### src/rtl/adc_scan_pkg.sv
package adc_scan_pkg;

   localparam int unsigned CH_W  = 3;
   localparam int unsigned SMP_W = 3;

   localparam logic [1:0] ADR_CTRL = 2'd0;
   localparam logic [1:0] ADR_CFG  = 2'd1;
   localparam logic [1:0] ADR_DATA = 2'd2;

   // control/status word bit positions
   localparam int unsigned B_EN    = 0;
   localparam int unsigned B_RUN   = 1;
   localparam int unsigned B_DIE   = 4;
   localparam int unsigned B_OIE   = 5;
   localparam int unsigned B_DONE  = 8;
   localparam int unsigned B_OVR   = 9;
   localparam int unsigned B_BUSY  = 10;
   localparam int unsigned B_CH_LO = 12;

   // config word bit positions
   localparam int unsigned B_SMP_LO  = 0;
   localparam int unsigned B_SRC_LO  = 4;
   localparam int unsigned B_CONT    = 6;
   localparam int unsigned B_FRST_LO = 8;
   localparam int unsigned B_LAST_LO = 12;

   typedef enum logic [1:0] {
      ST_IDLE = 2'd0,
      ST_SAMP = 2'd1,
      ST_STRT = 2'd2,
      ST_WAIT = 2'd3
   } scan_st_t;

   typedef enum logic [1:0] {
      TRG_SW  = 2'd0,
      TRG_TMR = 2'd1,
      TRG_RSV = 2'd2,
      TRG_EXT = 2'd3
   } trig_src_t;

   typedef struct packed {
      logic            cont;
      logic [CH_W-1:0] first;
      logic [CH_W-1:0] last;
      logic [SMP_W-1:0] smp_code;
      trig_src_t       src;
   } scan_cfg_t;

endpackage

### src/rtl/adc_trig_sel.sv
module adc_trig_sel
   import adc_scan_pkg::*;
#(
   parameter int unsigned SYNC_STAGES = 2
) (
   input  logic      clk,
   input  logic      rst_n,
   input  trig_src_t src,
   input  logic      trig_n,
   input  logic      tmr_uf,
   output logic      hw_trig
);

   logic pin_s;
   logic pin_d;
   logic pin_fall;

   generate
      if (SYNC_STAGES > 4) begin : g_bad_sync
         $error("adc_trig_sel: SYNC_STAGES must be 0..4");
      end
      if (SYNC_STAGES == 0) begin : g_nosync
         assign pin_s = trig_n;
      end else begin : g_sync
         logic [SYNC_STAGES-1:0] sq;
         always_ff @(posedge clk or negedge rst_n) begin
            if (!rst_n) begin
               sq <= '1;
            end else begin
               sq[0] <= trig_n;
               for (int i = 1; i < SYNC_STAGES; i++) begin
                  sq[i] <= sq[i-1];
               end
            end
         end
         assign pin_s = sq[SYNC_STAGES-1];
      end
   endgenerate

   always_ff @(posedge clk or negedge rst_n) begin
      if (!rst_n) pin_d <= 1'b1;
      else        pin_d <= pin_s;
   end

   assign pin_fall = pin_d & ~pin_s;

   always_comb begin
      unique case (src)
         TRG_TMR: hw_trig = tmr_uf;
         TRG_EXT: hw_trig = pin_fall;
         default: hw_trig = 1'b0;
      endcase
   end

endmodule

### src/rtl/adc_scan_fsm.sv
module adc_scan_fsm
   import adc_scan_pkg::*;
(
   input  logic             clk,
   input  logic             rst_n,
   input  logic             start,
   input  logic             abort,
   input  logic             cont,
   input  logic [CH_W-1:0]  first,
   input  logic [CH_W-1:0]  last,
   input  logic [SMP_W-1:0] smp_code,
   input  logic             core_done,
   output logic [CH_W-1:0]  cur_ch,
   output logic             core_sample,
   output logic             core_start,
   output logic             busy,
   output logic             store,
   output logic             scan_end
);

   localparam int unsigned CNT_W = $clog2((1 << SMP_W) + 2);

   scan_st_t         st;
   logic [CNT_W-1:0] cnt;
   logic [CNT_W-1:0] smp_len;
   logic             at_last;

   assign smp_len  = CNT_W'(smp_code) + CNT_W'(2);
   assign at_last  = (cur_ch == last);
   assign busy     = (st != ST_IDLE);
   assign core_sample = (st == ST_SAMP);
   assign core_start  = (st == ST_STRT);
   assign store    = (st == ST_WAIT) && core_done && !abort;
   assign scan_end = store && at_last && !cont;

   always_ff @(posedge clk or negedge rst_n) begin
      if (!rst_n) begin
         st     <= ST_IDLE;
         cnt    <= '0;
         cur_ch <= '0;
      end else if (abort) begin
         st  <= ST_IDLE;
         cnt <= '0;
      end else begin
         unique case (st)
            ST_IDLE: begin
               if (start) begin
                  st     <= ST_SAMP;
                  cur_ch <= first;
                  cnt    <= '0;
               end
            end
            ST_SAMP: begin
               if (cnt == smp_len - CNT_W'(1)) begin
                  st  <= ST_STRT;
                  cnt <= '0;
               end else begin
                  cnt <= cnt + CNT_W'(1);
               end
            end
            ST_STRT: st <= ST_WAIT;
            ST_WAIT: begin
               if (core_done) begin
                  if (at_last && !cont) begin
                     st <= ST_IDLE;
                  end else begin
                     st     <= ST_SAMP;
                     cnt    <= '0;
                     cur_ch <= at_last ? first : cur_ch + CH_W'(1);
                  end
               end
            end
            default: st <= ST_IDLE;
         endcase
      end
   end

   // window length observed at the core side
   logic [CNT_W-1:0] smp_seen;
   always_ff @(posedge clk or negedge rst_n) begin
      if (!rst_n)           smp_seen <= '0;
      else if (core_sample) smp_seen <= smp_seen + CNT_W'(1);
      else                  smp_seen <= '0;
   end

   AST_SMP_WINDOW: assert property (@(posedge clk) disable iff (!rst_n)
      core_start |-> (smp_seen == smp_len));
   AST_START_AFTER_SMP: assert property (@(posedge clk) disable iff (!rst_n)
      core_start |-> $past(core_sample));
   AST_ONESHOT_STOPS: assert property (@(posedge clk) disable iff (!rst_n)
      scan_end |=> !busy);
   AST_ABORT_IDLE: assert property (@(posedge clk) disable iff (!rst_n)
      abort |=> (!busy && !core_sample));

endmodule

### src/rtl/adc_scan_regs.sv
module adc_scan_regs
   import adc_scan_pkg::*;
#(
   parameter int unsigned RES_W  = 10,
   parameter int unsigned DATA_W = 16
) (
   input  logic              clk,
   input  logic              rst_n,
   input  logic [1:0]        bus_addr,
   input  logic              bus_wr,
   input  logic              bus_rd,
   input  logic [DATA_W-1:0] bus_wdata,
   output logic [DATA_W-1:0] bus_rdata,
   input  logic              hw_trig,
   input  logic              busy,
   input  logic              store,
   input  logic              scan_end,
   input  logic [CH_W-1:0]   cur_ch,
   input  logic [RES_W-1:0]  result,
   output scan_cfg_t         cfg,
   output logic              start,
   output logic              abort,
   output logic              irq
);

   logic             en_q, run_q, die_q, oie_q, done_q, ovr_q;
   logic [RES_W-1:0] data_q;
   logic             ctrl_wr, cfg_wr, data_rd;
   logic             w_en, w_run;

   assign ctrl_wr = bus_wr && (bus_addr == ADR_CTRL);
   assign cfg_wr  = bus_wr && (bus_addr == ADR_CFG);
   assign data_rd = bus_rd && (bus_addr == ADR_DATA);
   assign w_en    = bus_wdata[B_EN];
   assign w_run   = bus_wdata[B_RUN];

   assign start = !busy && ((ctrl_wr && w_en && w_run && cfg.src == TRG_SW) ||
                            (run_q && en_q && hw_trig));
   assign abort = ctrl_wr && !(w_en && w_run);

   always_ff @(posedge clk or negedge rst_n) begin
      if (!rst_n) begin
         en_q  <= 1'b0;
         run_q <= 1'b0;
         die_q <= 1'b0;
         oie_q <= 1'b0;
      end else if (ctrl_wr) begin
         en_q  <= w_en;
         run_q <= w_en && w_run;
         die_q <= bus_wdata[B_DIE];
         oie_q <= bus_wdata[B_OIE];
      end else if (scan_end) begin
         run_q <= 1'b0;
      end
   end

   always_ff @(posedge clk or negedge rst_n) begin
      if (!rst_n) begin
         cfg.cont     <= 1'b0;
         cfg.first    <= '0;
         cfg.last     <= '0;
         cfg.smp_code <= '1;
         cfg.src      <= TRG_SW;
      end else if (cfg_wr) begin
         cfg.cont     <= bus_wdata[B_CONT];
         cfg.first    <= bus_wdata[B_FRST_LO +: CH_W];
         cfg.last     <= bus_wdata[B_LAST_LO +: CH_W];
         cfg.smp_code <= bus_wdata[B_SMP_LO +: SMP_W];
         cfg.src      <= trig_src_t'(bus_wdata[B_SRC_LO +: 2]);
      end
   end

   always_ff @(posedge clk or negedge rst_n) begin
      if (!rst_n) begin
         data_q <= '0;
         done_q <= 1'b0;
         ovr_q  <= 1'b0;
      end else begin
         if (store) data_q <= result;

         if (store)        done_q <= 1'b1;
         else if (data_rd) done_q <= 1'b0;

         if (store && done_q)                   ovr_q <= 1'b1;
         else if (ctrl_wr && bus_wdata[B_OVR])  ovr_q <= 1'b0;
      end
   end

   assign irq = (done_q && die_q) || (ovr_q && oie_q);

   always_comb begin
      bus_rdata = '0;
      unique case (bus_addr)
         ADR_CTRL: begin
            bus_rdata[B_EN]              = en_q;
            bus_rdata[B_RUN]             = run_q;
            bus_rdata[B_DIE]             = die_q;
            bus_rdata[B_OIE]             = oie_q;
            bus_rdata[B_DONE]            = done_q;
            bus_rdata[B_OVR]             = ovr_q;
            bus_rdata[B_BUSY]            = busy;
            bus_rdata[B_CH_LO +: CH_W]   = cur_ch;
         end
         ADR_CFG: begin
            bus_rdata[B_SMP_LO +: SMP_W] = cfg.smp_code;
            bus_rdata[B_SRC_LO +: 2]     = cfg.src;
            bus_rdata[B_CONT]            = cfg.cont;
            bus_rdata[B_FRST_LO +: CH_W] = cfg.first;
            bus_rdata[B_LAST_LO +: CH_W] = cfg.last;
         end
         ADR_DATA: bus_rdata[RES_W-1:0] = data_q;
         default:  bus_rdata = '0;
      endcase
   end

   AST_DONE_ON_STORE: assert property (@(posedge clk) disable iff (!rst_n)
      store |=> done_q);
   AST_OVR_CAUSE: assert property (@(posedge clk) disable iff (!rst_n)
      $rose(ovr_q) |-> $past(done_q && store));
   AST_NO_START_BUSY: assert property (@(posedge clk) disable iff (!rst_n)
      (busy && hw_trig && !abort) |=> busy);

endmodule

### src/rtl/adc_scan_ctrl.sv
module adc_scan_ctrl
   import adc_scan_pkg::*;
#(
   parameter int unsigned RES_W       = 10,
   parameter int unsigned DATA_W      = 16,
   parameter int unsigned SYNC_STAGES = 2
) (
   input  logic              clk,
   input  logic              rst_n,
   input  logic [1:0]        bus_addr,
   input  logic              bus_wr,
   input  logic              bus_rd,
   input  logic [DATA_W-1:0] bus_wdata,
   output logic [DATA_W-1:0] bus_rdata,
   input  logic              trig_n,
   input  logic              tmr_uf,
   output logic [2:0]        core_ch,
   output logic              core_sample,
   output logic              core_start,
   input  logic              core_done,
   input  logic [RES_W-1:0]  core_result,
   output logic              irq
);

   generate
      if (DATA_W < B_LAST_LO + CH_W) begin : g_bad_dw
         $error("adc_scan_ctrl: DATA_W too narrow for the register fields");
      end
      if (RES_W < 1 || RES_W > DATA_W) begin : g_bad_rw
         $error("adc_scan_ctrl: RES_W must be 1..DATA_W");
      end
   endgenerate

   scan_cfg_t       cfg;
   logic            hw_trig, start, abort, busy, store, scan_end;
   logic [CH_W-1:0] cur_ch;

   adc_trig_sel #(.SYNC_STAGES(SYNC_STAGES)) u_trig (
      .clk     (clk),
      .rst_n   (rst_n),
      .src     (cfg.src),
      .trig_n  (trig_n),
      .tmr_uf  (tmr_uf),
      .hw_trig (hw_trig)
   );

   adc_scan_fsm u_fsm (
      .clk         (clk),
      .rst_n       (rst_n),
      .start       (start),
      .abort       (abort),
      .cont        (cfg.cont),
      .first       (cfg.first),
      .last        (cfg.last),
      .smp_code    (cfg.smp_code),
      .core_done   (core_done),
      .cur_ch      (cur_ch),
      .core_sample (core_sample),
      .core_start  (core_start),
      .busy        (busy),
      .store       (store),
      .scan_end    (scan_end)
   );

   adc_scan_regs #(.RES_W(RES_W), .DATA_W(DATA_W)) u_regs (
      .clk       (clk),
      .rst_n     (rst_n),
      .bus_addr  (bus_addr),
      .bus_wr    (bus_wr),
      .bus_rd    (bus_rd),
      .bus_wdata (bus_wdata),
      .bus_rdata (bus_rdata),
      .hw_trig   (hw_trig),
      .busy      (busy),
      .store     (store),
      .scan_end  (scan_end),
      .cur_ch    (cur_ch),
      .result    (core_result),
      .cfg       (cfg),
      .start     (start),
      .abort     (abort),
      .irq       (irq)
   );

   assign core_ch = cur_ch;

endmodule

### config.mk
export PLATFORM = sky130hd
export DESIGN_NAME = adc_scan_ctrl
export DESIGN_NICKNAME = d
export VERILOG_FILES = /design/src/rtl/adc_scan_pkg.sv /design/src/rtl/adc_trig_sel.sv /design/src/rtl/adc_scan_fsm.sv /design/src/rtl/adc_scan_regs.sv /design/src/rtl/adc_scan_ctrl.sv
export SDC_FILE = /design/constraint.sdc
export NUM_CORES = 1
export LEC_CHECK = 0
export ABC_AREA = 0
export CORE_MARGIN = 2
export CORE_UTILIZATION = 40
export DETAILED_ROUTE_END_ITERATION = 8
export PLACE_DENSITY = 0.75
export SLEW_MARGIN = 20
export SYNTH_ARGS = -nofsm -noshare
export SYNTH_HDL_FRONTEND = slang
export SYNTH_SLANG_ARGS = --single-unit
### constraint.sdc
create_clock -name clk -period 3.9 [get_ports clk]
set_input_delay 0.585 -clock clk [delete_from_list [all_inputs] [get_ports clk]]
set_output_delay 0.585 -clock clk [all_outputs]
set_load 0.01 [all_outputs]
Word-level counts from Yosys, hierarchy flattened
Cells that the tools add are included.
Word-level totals
  flip-flop bits (word level): 40
  bits of input ports: 35
  output and inout port bits: 22
  logic and storage cells: 111
Operators by class
  add/subtract/negate cells: 4
  equality and inequality tests: 16
  multiplexer cells: 33
  bitwise logic cells: 3
  reductions and logical operators: 38
Operator list (count)
  1-bit logical AND: 20
  4-bit 2-to-1 mux: 5
  2-bit one-hot mux with 3 select lines: 3
  3-bit 2-to-1 mux: 4
  3-bit one-hot mux with 2 select lines: 2
  4-bit one-hot mux with 3 select lines: 1
  2-bit nonzero test: 5
  1-bit 2-to-1 mux: 9
  3-bit by 2-bit inequality test with 1-bit output (second input constant): 3
  2-bit == test (second input constant): 4
  2-bit 2-to-1 mux: 4
  1-bit one-hot mux with 2 select lines: 4
  2-bit one-hot mux with 4 select lines: 1
  2-bit by 1-bit == test with 1-bit output (second input constant): 3
  2-bit logical NOT: 3
  2-bit inequality test (second input constant): 3
  5-bit AND reduction: 1
  3-bit by 2-bit adder with 4-bit output (second input constant): 1
  4-bit by 1-bit adder with 4-bit output (second input constant): 1
  4-bit == test: 1
  1-bit logical NOT: 4
  4-bit AND reduction: 1
  4-bit nonzero test: 1
  4-bit by 1-bit subtractor with 4-bit output (second input constant): 1
  7 further kinds: 9

Longest topological paths before layout
  depth in word-level cells: 10
  depth in mapped cells: 8
  depth with buffers taken out: 8

Cells and area by module
From an unflattened synthesis, not the netlist that was laid out.
Second synthesis, totals
  cell total of the unflattened synthesis: 189
  area, all modules: 2252.2 um^2
By module, submodules not included
  adc_scan_regs: instances 1, cells an instance 103, area each 1387.6 um^2
  adc_scan_fsm: instances 1, cells an instance 80, area each 765.7 um^2
  adc_trig_sel: instances 1, cells an instance 6, area each 98.8 um^2

Worst setup path after synthesis
No wires, ideal clock.
  path type: in2out
  from: input port bus_addr[0]
  to: output port bus_rdata[10]
  data arrival time: 1.459 ns
  path slack: 1.856 ns
  cell stages on the path: 5
  cells stage by stage: inv_1 > ha_1 > clkbuf_1 > inv_1 > o21ai_0
On the way
  cells in the longest elaborated chain, start to end: 2
RTL lines
  start, declared: RTL line adc_scan_ctrl.sv:10  | input logic [1:0] bus_addr,
  2-bit by 1-bit == test with 1-bit output or 2-bit logical NOT (tied branches): RTL line adc_scan_regs.sv:93  | unique case (bus_addr)
  1-bit one-hot mux with 2 select lines *: RTL line adc_scan_regs.sv:93
  end, declared: RTL line adc_scan_ctrl.sv:14  | output logic [DATA_W-1:0] bus_rdata,
Every way passes the cells marked *; elsewhere a longest branch is shown, timed or not.

Worst setup path after layout
  from: input port bus_addr[0]
  to: output port bus_rdata[0]
On the way
  cells in the longest elaborated chain, start to end: 2
RTL lines (RTL line)
  2-bit == test (tied with other cells): adc_scan_regs.sv:93
  2-bit one-hot mux with 3 select lines *: adc_scan_regs.sv:93
Marks and branches as above.

==> impl_metrics.env <==
export IMPL_ys_types=44
export IMPL_cts_resized=0
export IMPL_cap_violations=0
export IMPL_netlist_area_um2=2150
export IMPL_dp_worst_setup_slack_ps=594
export IMPL_fin_skew_ps=10.6
export IMPL_wl_per_cell_um=15.2
export IMPL_max_slew_margin=0.337
export IMPL_synth_compound_area_frac=0.141
export IMPL_syn_inst=189
export IMPL_synth_simple_gate_area_frac=0.124
export IMPL_viasPerCell=5.31
export IMPL_required_ps=3310
export IMPL_clk_latency_ps=300
export IMPL_fin_crit_ps=3140
export IMPL_start_kind="input pin"
export IMPL_htreeDepth=2
export IMPL_grt_antenna_before_repair=0
export IMPL_drv_slew=0
export IMPL_ioPinCount=57
export IMPL_nets=287
export IMPL_post_cts_buffers=0
export IMPL_hold_path_class="reg -> reg"
export IMPL_path_clk_slew_ps=80
export IMPL_synth_mux_area_frac=0.141
export IMPL_fmax_ghz=0.319
export IMPL_clk_path_buf_depth=2
export IMPL_synth_sequential_area_ratio=0.469
export IMPL_syn_to_final_growth_pct=31.3
export IMPL_grt_pass1_wl_um=8110
export IMPL_hold_viol_final=0
export IMPL_ys_flop_type="dfrtp_1"
export IMPL_grt_use_total=0.172
export IMPL_grt_pass1_vias=1747
export IMPL_finalSetupViolations=0
export IMPL_synth_xor_area_frac=0.0244
export IMPL_crit_fanout=13
export IMPL_critPathKind="in -> out"
export IMPL_post_route_period_util=0.805
export IMPL_vdd_drop_max_mv=0.400
export IMPL_post_dp_hpwl_um=3540
export IMPL_tritoncts="done"
export IMPL_yosysWarnings=0
export IMPL_min_path_cells=0
export IMPL_io_buffers=50
export IMPL_final_cell_count_no_fill=311
export IMPL_crit_path_end_kind="output pin"
export IMPL_ctsHoldBuffers=0
export IMPL_finalPower_mw=1.76
export IMPL_final_setup_worst_slack_ps=762
export IMPL_yosysMostFrequentCell="dfrtp_1"
export IMPL_place_inst=303
export IMPL_fp_dieW_um=77.3
export IMPL_worst_pin_slew_ps=991
export IMPL_final_core_util=0.549
export IMPL_ff2ff_path_depth=4
export IMPL_critical_path_arrival_ps=2550
export IMPL_synth_edf_count=0
export IMPL_die_y_um=77.3
export IMPL_firstDrtPassIters=4
export IMPL_drt_iter0_markers=73
export IMPL_wirelength_um=4740
export IMPL_clock_sinks=40
export IMPL_drc=0
export IMPL_synthArstFlopShare=1.00
export IMPL_ant_nets=0
export IMPL_via_count=1650
export IMPL_tns_ps=0
export IMPL_synth_ff_latch_count=40
export IMPL_synth_area_leaders="dfrtp_1, mux2_2, dfstp_2"
export IMPL_gp_congestion=0.815
export IMPL_leakage_nw=1.19
export IMPL_drive_gt1_frac=0.191
export IMPL_cts_root_buf="clkbuf_8"
export IMPL_netlist_top_cells_count="dfrtp_1, mux2_2, nor2_1, nand2_1, ha_1"
export IMPL_cts_made_buffers=5
export IMPL_synth_area_leader_cell="dfrtp_1"
export IMPL_antenna_cells=0
export IMPL_gr_total_overflow=0
export IMPL_p_per_area_nw_per_um2=622
export IMPL_rsz0062_at_grt="false"
export IMPL_netlist_area_leader_share=0.396
export IMPL_num_rows=26
export IMPL_initial_core_util=0.418
export IMPL_postSynthAreaPerCell_um2=11.4
export IMPL_grt_start_max_net_pins=41
export IMPL_core_um2=5140
export IMPL_design_die_area_um2=5980
export IMPL_synth_top_family_by_area="compound AO/OA/AOI/OAI gates"
export IMPL_outcome="complete, no violations"
export IMPL_synth_fa_ha_area_frac=0.0698
[worst max-delay path, cell delays in order]
cell and delay, ps:
clkdlybuf4s50_1 460, inv_1 100, ha_1 510, a222oi_1 180, nor2_1 150, clkdlybuf4s50_1 570
[power breakdown]
group          internal, mW  switching (mW)  total, mW
Combinational         0.390           0.328      0.718
Clock                 0.209           0.152      0.361
Sequential            0.554           0.122      0.677
Total                  1.15           0.603       1.76
[worst paths after layout]
| path | from | end | slack [ps] |
|---|---|---|---|
| max in group asynchronous | rst_n | u_fsm.cnt[3] | 2940 |
| setup reg to reg | u_fsm.st[0] | u_regs.data_q[8] | 1820 |
| setup / recovery | bus_addr[0] | bus_rdata[0] | 760 |
| hold / removal | u_trig.g_sync.sq[0] | u_trig.g_sync.sq[1] | 360 |
| min in group asynchronous | rst_n | u_regs.data_q[3] | 400 |
| hold reg to reg | u_trig.g_sync.sq[0] | u_trig.g_sync.sq[1] | 360 |
[final cells by class]
| class | instances | area [um2] |
|---|---|---|
| timing repair buffer | 50 | 495 |
| multi-input combinational | 136 | 1080 |
| sequential | 40 | 1010 |
| clock inverter | 2 | 38.8 |
| fill | 457 | 2320 |
| tap | 70 | 87.6 |
| inverter | 7 | 26.3 |
| clock buffer | 6 | 82.6 |
[flip-flops by register name, indices dropped and copies added, names as in the netlist]
name	count
u_fsm.cnt	4
u_fsm.cur_ch	3
u_fsm.st	2
u_regs.cfg	12
u_regs.data_q	10
u_regs.die_q	1
u_regs.done_q	1
u_regs.en_q	1
u_regs.oie_q	1
u_regs.ovr_q	1
u_regs.run_q	1
u_trig.g_sync.sq	2
u_trig.pin_d	1
[metrics by stage]
stage	hold WS [ps]	instance area [um2]
finish	360	2820
floorplan	289	2150
detailed placement	350	2700
global placement	348	2700
CTS	362	2820
global route	365	2820
[placed cells by master, fill, tap and decap left out, types with 2 or more instances in the layout]
master	instances
a21oi_1	2
a222oi_1	6
a22o_1	5
a22oi_1	2
and2_1	2
clkbuf_8	6
clkdlybuf4s50_1	49
conb_1	2
dfrtp_1	34
dfstp_2	6
ha_1	12
inv_1	7
mux2_2	26
nand2_1	13
nand2_2	2
nand2b_1	2
nand3_1	5
nand3b_1	2
nand4b_1	2
nor2_1	14
nor2b_1	3
o21ai_0	6
o22a_1	2
o22ai_1	3
o31ai_1	3
xnor2_1	3
xor2_1	3
[per-layer routing]
layer  track usage  up-vias  part of all wire
met2         0.267       53              0.47
met4        0.0607        0             0.013
met1         0.219      804              0.44
met3        0.0659        5             0.074
met5             0        -                 0
li1              -      788                 -
[cells by family after synthesis]
family / after synthesis
compound gates: 39
xor+xnor: 6
fa+ha+maj: 12
buf+inv: 14
flops: 40
mux: 27
other cells: 1
simple gates: 50
Note: power is estimated with default switching activity, not from simulation.
